File: src/rtl/naf_pkg.sv
package naf_pkg;

  typedef enum logic {
    OUT_COMB = 1'b0,
    OUT_REG  = 1'b1
  } naf_out_mode_e;

endpackage

File: src/rtl/naf_half_sum.sv
module naf_half_sum #(
  parameter int W = 16
) (
  input  logic [W-1:0] x,
  output logic [W:0]   half_v,
  output logic [W:0]   sum_v
);
  localparam int OW = W + 1;

  function automatic logic [OW-1:0] f_half(input logic [W-1:0] a);
    return {1'b0, a} >> 1;
  endfunction

  function automatic logic [OW-1:0] f_sum(input logic [W-1:0] a,
                                          input logic [OW-1:0] h);
    return {1'b0, a} + h;
  endfunction

  assign half_v = f_half(x);
  assign sum_v  = f_sum(x, half_v);
endmodule

File: src/rtl/naf_digit_split.sv
module naf_digit_split #(
  parameter int W = 16
) (
  input  logic [W:0] half_v,
  input  logic [W:0] sum_v,
  output logic [W:0] pos_v,
  output logic [W:0] neg_v
);
  localparam int OW = W + 1;

  logic [OW-1:0] change_mask;

  function automatic logic [OW-1:0] f_mask(input logic [OW-1:0] h,
                                           input logic [OW-1:0] s);
    return h ^ s;
  endfunction

  assign change_mask = f_mask(half_v, sum_v);
  assign pos_v       = sum_v  & change_mask;
  assign neg_v       = half_v & change_mask;
endmodule

File: src/rtl/naf_out_stage.sv
module naf_out_stage
  import naf_pkg::*;
#(
  parameter int            W    = 16,
  parameter naf_out_mode_e MODE = OUT_REG
) (
  input  logic       clk,
  input  logic       rst_n,
  input  logic       vld_in,
  input  logic [W:0] pos_in,
  input  logic [W:0] neg_in,
  output logic       vld_out,
  output logic [W:0] pos_out,
  output logic [W:0] neg_out
);
  generate
    if (MODE == OUT_REG) begin : g_reg
      always_ff @(posedge clk or negedge rst_n) begin
        if (!rst_n) begin
          vld_out <= 1'b0;
          pos_out <= '0;
          neg_out <= '0;
        end else begin
          vld_out <= vld_in;
          pos_out <= pos_in;
          neg_out <= neg_in;
        end
      end
    end else begin : g_comb
      assign vld_out = vld_in;
      assign pos_out = pos_in;
      assign neg_out = neg_in;
    end
  endgenerate
endmodule

File: src/rtl/naf_recoder.sv
module naf_recoder
  import naf_pkg::*;
#(
  parameter int            DATA_W   = 16,
  parameter naf_out_mode_e OUT_MODE = OUT_REG
) (
  input  logic              clk,
  input  logic              rst_n,
  input  logic              in_valid,
  input  logic [DATA_W-1:0] in_value,
  output logic              out_valid,
  output logic [DATA_W:0]   pos_digits,
  output logic [DATA_W:0]   neg_digits
);
  localparam int OW = DATA_W + 1;

  logic [OW-1:0] half_w;
  logic [OW-1:0] sum_w;
  logic [OW-1:0] pos_w;
  logic [OW-1:0] neg_w;
  logic [OW-1:0] nz_w;

  naf_half_sum #(.W(DATA_W)) u_half_sum (
    .x      (in_value),
    .half_v (half_w),
    .sum_v  (sum_w)
  );

  naf_digit_split #(.W(DATA_W)) u_split (
    .half_v (half_w),
    .sum_v  (sum_w),
    .pos_v  (pos_w),
    .neg_v  (neg_w)
  );

  naf_out_stage #(.W(DATA_W), .MODE(OUT_MODE)) u_out (
    .clk     (clk),
    .rst_n   (rst_n),
    .vld_in  (in_valid),
    .pos_in  (pos_w),
    .neg_in  (neg_w),
    .vld_out (out_valid),
    .pos_out (pos_digits),
    .neg_out (neg_digits)
  );

  assign nz_w = pos_digits | neg_digits;

  assert_no_overlap_R2: assert property (@(posedge clk) disable iff (!rst_n)
    out_valid |-> ((pos_digits & neg_digits) == '0));

  assert_non_adjacent_R3: assert property (@(posedge clk) disable iff (!rst_n)
    out_valid |-> ((nz_w & (nz_w >> 1)) == '0));

  generate
    if (OUT_MODE == OUT_REG) begin : g_reg_checks
      assert_value_R1: assert property (@(posedge clk) disable iff (!rst_n)
        in_valid |=> ((pos_digits - neg_digits) == {1'b0, $past(in_value)}));

      assert_zero_in_R5: assert property (@(posedge clk) disable iff (!rst_n)
        (in_valid && in_value == '0) |=> (pos_digits == '0 && neg_digits == '0));

      assert_all_ones_R6: assert property (@(posedge clk) disable iff (!rst_n)
        (in_valid && in_value == '1) |=>
          (pos_digits == {1'b1, {DATA_W{1'b0}}} && neg_digits == OW'(1)));

      assert_valid_follow_R8: assert property (@(posedge clk) disable iff (!rst_n)
        in_valid |=> out_valid);

      assert_valid_drop_R8: assert property (@(posedge clk) disable iff (!rst_n)
        !in_valid |=> !out_valid);
    end
  endgenerate
endmodule

File: config.mk
export PLATFORM = sky130hd
export DESIGN_NAME = naf_recoder
export DESIGN_NICKNAME = d
export VERILOG_FILES = /design/src/rtl/naf_pkg.sv /design/src/rtl/naf_half_sum.sv /design/src/rtl/naf_digit_split.sv /design/src/rtl/naf_out_stage.sv /design/src/rtl/naf_recoder.sv
export SDC_FILE = /design/constraint.sdc
export NUM_CORES = 1
export LEC_CHECK = 0
export CORE_MARGIN = 5
export CORE_UTILIZATION = 49
export CTS_CLUSTER_DIAMETER = 100
export DETAILED_ROUTE_END_ITERATION = 7
export HOLD_SLACK_MARGIN = 0.03
export PLACE_DENSITY = 0.8
export SYNTH_ARGS = -nofsm -noshare
export SYNTH_HDL_FRONTEND = slang
export SYNTH_HIERARCHICAL = 1
export SYNTH_SLANG_ARGS = --single-unit
File: constraint.sdc
create_clock -name clk -period 0.8 [get_ports clk]
set_input_delay 0.08 -clock clk [delete_from_list [all_inputs] [get_ports clk]]
set_output_delay 0.08 -clock clk [all_outputs]
set_load 0.02 [all_outputs]
==> out/qor.yml, run 1 <==
drt:
  wire_per_inst_um: 20.5
  via_count: 1819
  drt-pass1-iter-count: 4
  drtIter0Drc: 73
  via_per_inst: 5.43
  drt-total-wl_um: 6850
  antenna_left: 0
  drc_errors: 0
critical_path:
  worstSetupPathType: "input port to flip-flop"
  cp-end-kind: "flip-flop"
  cp-start-kind: "input port"
  cp.required_ps: 980
  cp.arrival_ps: 1920
  critPathMaxFanout: 4
synthesis:
  ys_warn_count: 6
  avgSynthCellArea_um2: 11.1
  synth_area_um2: 2040
  synth_sequential_area_ratio_pct: 42.8
  synth_cell_types: 40
  synth_cells: 185
  ys_seq_elements: 35
layout:
  fin_cells: 335
  finish.utilization_pct: 88.5
  fin_nets: 321
  postLayoutCellArea_um2: 3560
  mostFrequentLayoutCells: "55 x buf_6, 41 x buf_4, 35 x dfrtp_1"
  area_delta_synth_final_pct: 74.4
  drive_gt1_share_pct: 69.5
  final_common_cell: "buf_6"
  antenna_cells: 0
floorplanning:
  fp-row-count: 23
  dieHeight_um: 74.6
  io_pins: 54
  start_util_pct: 50.7
  die_w_um: 74.6
  core-area_um2: 4030
  die_area_um2: 5560
grt:
  overflow: 0
  grt_max_degree: 36
  antenna_found_initial: 0
  grt_pass1_vias: 1948
  grt.total_usage_pct: 24.6
  grt_pass1_wl_um: 9990
clock_tree:
  htreeDepth: 2
  cts-root-buf: "clkbuf_8"
  cts_sinks: 35
  cts_max_path_buffers: 2
  cts_hold_buf: 0
  cts_tree: "yes"
  clk_pin_slew_ps: 70
  cts_inserted_buffers: 5
timing:
  finalSetupViolations: 65
  setup_tns_ps: -24280
  period_minus_slack_ps: 1740
  max_freq_mhz: 574
  fin_hold_ws_ps: 80.4
  finalCritPeriodShare_pct: 218
  worst_slack_ps: -941
  maxSlewViolCount: 0
  rsz0062_at_grt: "yes"
  finalHoldViolCount: 0
power_and_ir_drop:
  irDropWorstVdd_mv: 1.12
  total_power_mw: 6.33
  p_per_area_nw_per_um2: 1780
  p_leak_nw: 1.70
place:
  dp.cells: 306
  dp_hpwl_um: 3950
  placed_area_um2: 2950
  dpl_worst_slack_ps: -1640
  io_buffers: 53
  gp_congestion: 0.804
run_status:
  outcome: "complete, but fails checks"
  violations: "setup timing"
flow_run:
  cap_violations: 0
min_path:
  hold_path_class: "input port to flip-flop"
-- layout make-up --
cell class	count	area (um^2)
multi-input combinational	128	1440
timing repair buffer	110	1070
sequential	35	876
fill	161	464
clock buffer	8	100
tap	50	62.6
inverter	4	17.5
-- synthesized netlist by cell type, drive strengths merged --
cell / n / share of area, %
dfrtp: 35 / 43
and2b: 34 / 15
buf: 18 / 6.5
ha: 17 / 10
a21oi: 12 / 3.1
nand2: 8 / 1.5
xnor2: 7 / 3.0
nor2: 6 / 1.1
o21ai: 6 / 1.7
xor2: 5 / 2.1
a211oi: 4 / 1.7
a21o: 4 / 1.5
inv: 4 / 0.73
nand3: 2 / 0.49
nor2b: 2 / 0.61
a211o: 1 / 0.43
a21boi: 1 / 0.37
a311oi: 1 / 0.43
and2: 1 / 0.31
and4: 1 / 0.43
clkbuf: 1 / 0.18
conb: 1 / 0.18
fa: 1 / 0.98
nand4: 1 / 0.31
nor3: 1 / 0.24
o211a: 1 / 0.49
o211ai: 1 / 0.37
o21a: 1 / 0.37
o21ba: 1 / 0.49
o21bai: 1 / 0.37
o221ai: 1 / 0.43
o22ai: 1 / 0.31
o311ai: 1 / 0.43
or3: 1 / 0.31
or3b: 1 / 0.43
or4: 1 / 0.37
-- cell families (layout without fill, tap and decap cells) --
| logic type | Yosys count | count (layout) | share of synthesized area [%] |
|---|---|---|---|
| compound gates | 37 | 37 | 12.4 |
| xor+xnor | 12 | 12 | 5.14 |
| fa+ha+maj | 18 | 18 | 11.4 |
| buf+inv | 23 | 122 | 7.40 |
| flops | 35 | 35 | 42.8 |
| other cells | 1 | 2 | 0.183 |
| simple gates | 59 | 59 | 20.6 |
-- final timing paths --
kind / start / endpoint / slack, ps / cells past startpoint
setup / recovery: in_value[6] / u_out/neg_out[10]$_DFF_PN0_ / -940 / 10
hold / removal: in_value[2] / u_out/neg_out[1]$_DFF_PN0_ / 80 / 2
max in group asynchronous: rst_n / u_out/neg_out[16]$_DFF_PN0_ / 450 / 2
min in group asynchronous: rst_n / u_out/neg_out[6]$_DFF_PN0_ / 160 / 2
-- state kept, by name, summed over array words and instances, names as in the netlist --
| register | count |
|---|---|
| u_out/pos_out | 17 |
| u_out/vld_out | 1 |
| u_out/neg_out | 17 |
-- critical path: stages --
cell      delay [ps]
buf_4            140
ha_4             280
buf_6            110
inv_2             50
o221ai_4         250
buf_4            160
nand2_1           50
a311oi_2         310
xor2_1           220
and2b_2          250
-- repair_timing --
action | 4_1_cts | 5_1_grt
buffers inserted | 15 | 8
pin swaps | 30 | 21
resized for setup | 315 | 31
endpoints found under the setup margin | 67 | 65
-- report_power, final --
part / switching, mW / internal [mW]
sequential: 0.112 / 1.99
clock: 0.643 / 0.786
combinational: 1.30 / 1.51
-- per-layer routing --
layer	wire, um	global-route usage [%]	vias to the layer above	part of all wire [%]
met3	333	4.59	14	4.9
met2	3790	45.8	68	55
met4	129	11.3	0	1.9
li1	-	-	810	-
met5	0	0	-	0
met1	2600	26.8	927	38
Note: power is estimated with default switching activity, not from simulation.
==> run 2: changes to the inputs <==
--- a/constraint.sdc
+++ b/constraint.sdc
@@ -3,2 +3,2 @@
 set_output_delay 0.08 -clock clk [all_outputs]
-set_load 0.02 [all_outputs]
+set_load 0.05 [all_outputs]
==> out/qor.yml, run 2 (synthesis gave the netlist of run 1 again) <==
run_status:
  outcome: "complete, but fails checks"
  violations: "setup timing"
drt:
  drt-pass1-iter-count: 4
  drtIter0Drc: 195
  wire_per_inst_um: 25.6
  via_per_inst: 5.81
  antenna_left: 0
  via_count: 1884
  drt-total-wl_um: 8300
  drc_errors: 0
floorplanning:
  core-area_um2: 4030
  die_area_um2: 5560
  fp-row-count: 23
  io_pins: 54
  die_w_um: 74.6
  start_util_pct: 50.7
  dieHeight_um: 74.6
power_and_ir_drop:
  p_per_area_nw_per_um2: 1930
  irDropWorstVdd_mv: 1.20
  p_leak_nw: 1.72
clock_tree:
  htreeDepth: 2
  cts-root-buf: "clkbuf_8"
  cts_tree: "yes"
  cts_sinks: 35
  clk_pin_slew_ps: 80
  cts_max_path_buffers: 2
  cts_hold_buf: 0
  cts_inserted_buffers: 5
layout:
  area_delta_synth_final_pct: 81.4
  antenna_cells: 0
  drive_gt1_share_pct: 67.9
  mostFrequentLayoutCells: "39 x buf_12, 39 x buf_4, 35 x dfrtp_1"
  seq_area_um2: 876
  postLayoutCellArea_um2: 3710
  finish.utilization_pct: 92.0
  reg.largest.list: "u_out/neg_out (17), u_out/pos_out (17), u_out/vld_out (1)"
  fin_nets: 310
  nFillCells: 136
  multi_input_area_um2: 1410
  fin_cells: 324
timing:
  finalCritPeriodShare_pct: 224
  worst_slack_ps: -992
  period_minus_slack_ps: 1790
  finalHoldViolCount: 0
  fin_hold_ws_ps: 54.8
  rsz0062_at_grt: "yes"
  finalSetupViolations: 65
  max_freq_mhz: 558
  maxSlewViolCount: 0
grt:
  grt_max_degree: 36
  grt_util_met1_pct: 28.6
  grt_pass1_wl_um: 10900
  grt_pass1_vias: 1996
  use_met3_pct: 5.41
  grt.busiest_layer: "met2"
  antenna_found_initial: 0
  grtUsageMet2_pct: 51.2
  overflow: 0
  grt.total_usage_pct: 27.3
critical_path:
  crit_buf_inv: 1
  cp-end-kind: "flip-flop"
  crit_chain: "buf_12 > ha_4 > fa_2 > a21oi_4 > o221ai_4 > a211oi_2 > nor2_2 > xnor2_1 > and2b_2"
  slowest_stage: "fa_2"
  path_delay_family: "compound AO/OA/AOI/OAI gates"
  critPathMaxFanout: 4
  cp.required_ps: 990
  cp.arrival_ps: 1980
  cp_slowest_stage_delay_ps: 400
  cp-start-kind: "input port"
  worstSetupPathType: "input port to flip-flop"
place:
  dp.cells: 306
  gp_congestion: 0.818
  dp_hpwl_um: 4450
  placed_area_um2: 3300
  dpl_worst_slack_ps: -1670
  io_buffers: 53
flow_run:
  cap_violations: 0
min_path:
  hold_path_class: "input port to flip-flop"
run 2: per-layer routing:
layer  vias to the layer above  routed length [um]
met4                         0                 550
met1                       907                2840
met5                         -                   0
met3                        44                 653
met2                       149                4260
li1                        784                   -
run 2: stage by stage:
| step | total power, mW | setup TNS [ps] |
|---|---|---|
| after floorplan | 3.74 | -17120 |
| after global placement | 5.20 | -39940 |
| after detailed placement | 5.33 | -42790 |
| after CTS | 6.80 | -23610 |
| after global routing | 7.35 | -26910 |
| final | 7.14 | -25650 |
run 2: cell type report:
class / instances / share of cell area (%)
flip-flops and latches: 35 / 23.6
well taps: 50 / 1.69
repair buffers: 99 / 34.2
multi-input cells: 128 / 37.9
clock inverters: 1 / 0.135
inverters: 4 / 0.405
clock buffers: 7 / 2.06
run 2: final timing paths:
check / end / from / slack, ps / cells past startpoint
setup / recovery: u_out/neg_out[14]$_DFF_PN0_ / in_value[1] / -990 / 9
hold / removal: u_out/neg_out[3]$_DFF_PN0_ / in_value[4] / 50 / 2
max in group asynchronous: u_out/pos_out[3]$_DFF_PN0_ / rst_n / 440 / 2
min in group asynchronous: u_out/neg_out[11]$_DFF_PN0_ / rst_n / 180 / 2
run 2: timing repair:
item | 4_1_cts | 5_1_grt
setup endpoints to repair | 67 | 65
pin swaps | 31 | 22
gates resized for setup | 106 | 28
buffers inserted | 6 | 8
run 2: power by group:
group | internal (mW) | total, mW | switching, mW
clock network | 0.612 | 1.28 | 0.671
logic | 1.83 | 3.67 | 1.84
registers | 1.99 | 2.19 | 0.202
total | 4.43 | 7.14 | 2.71
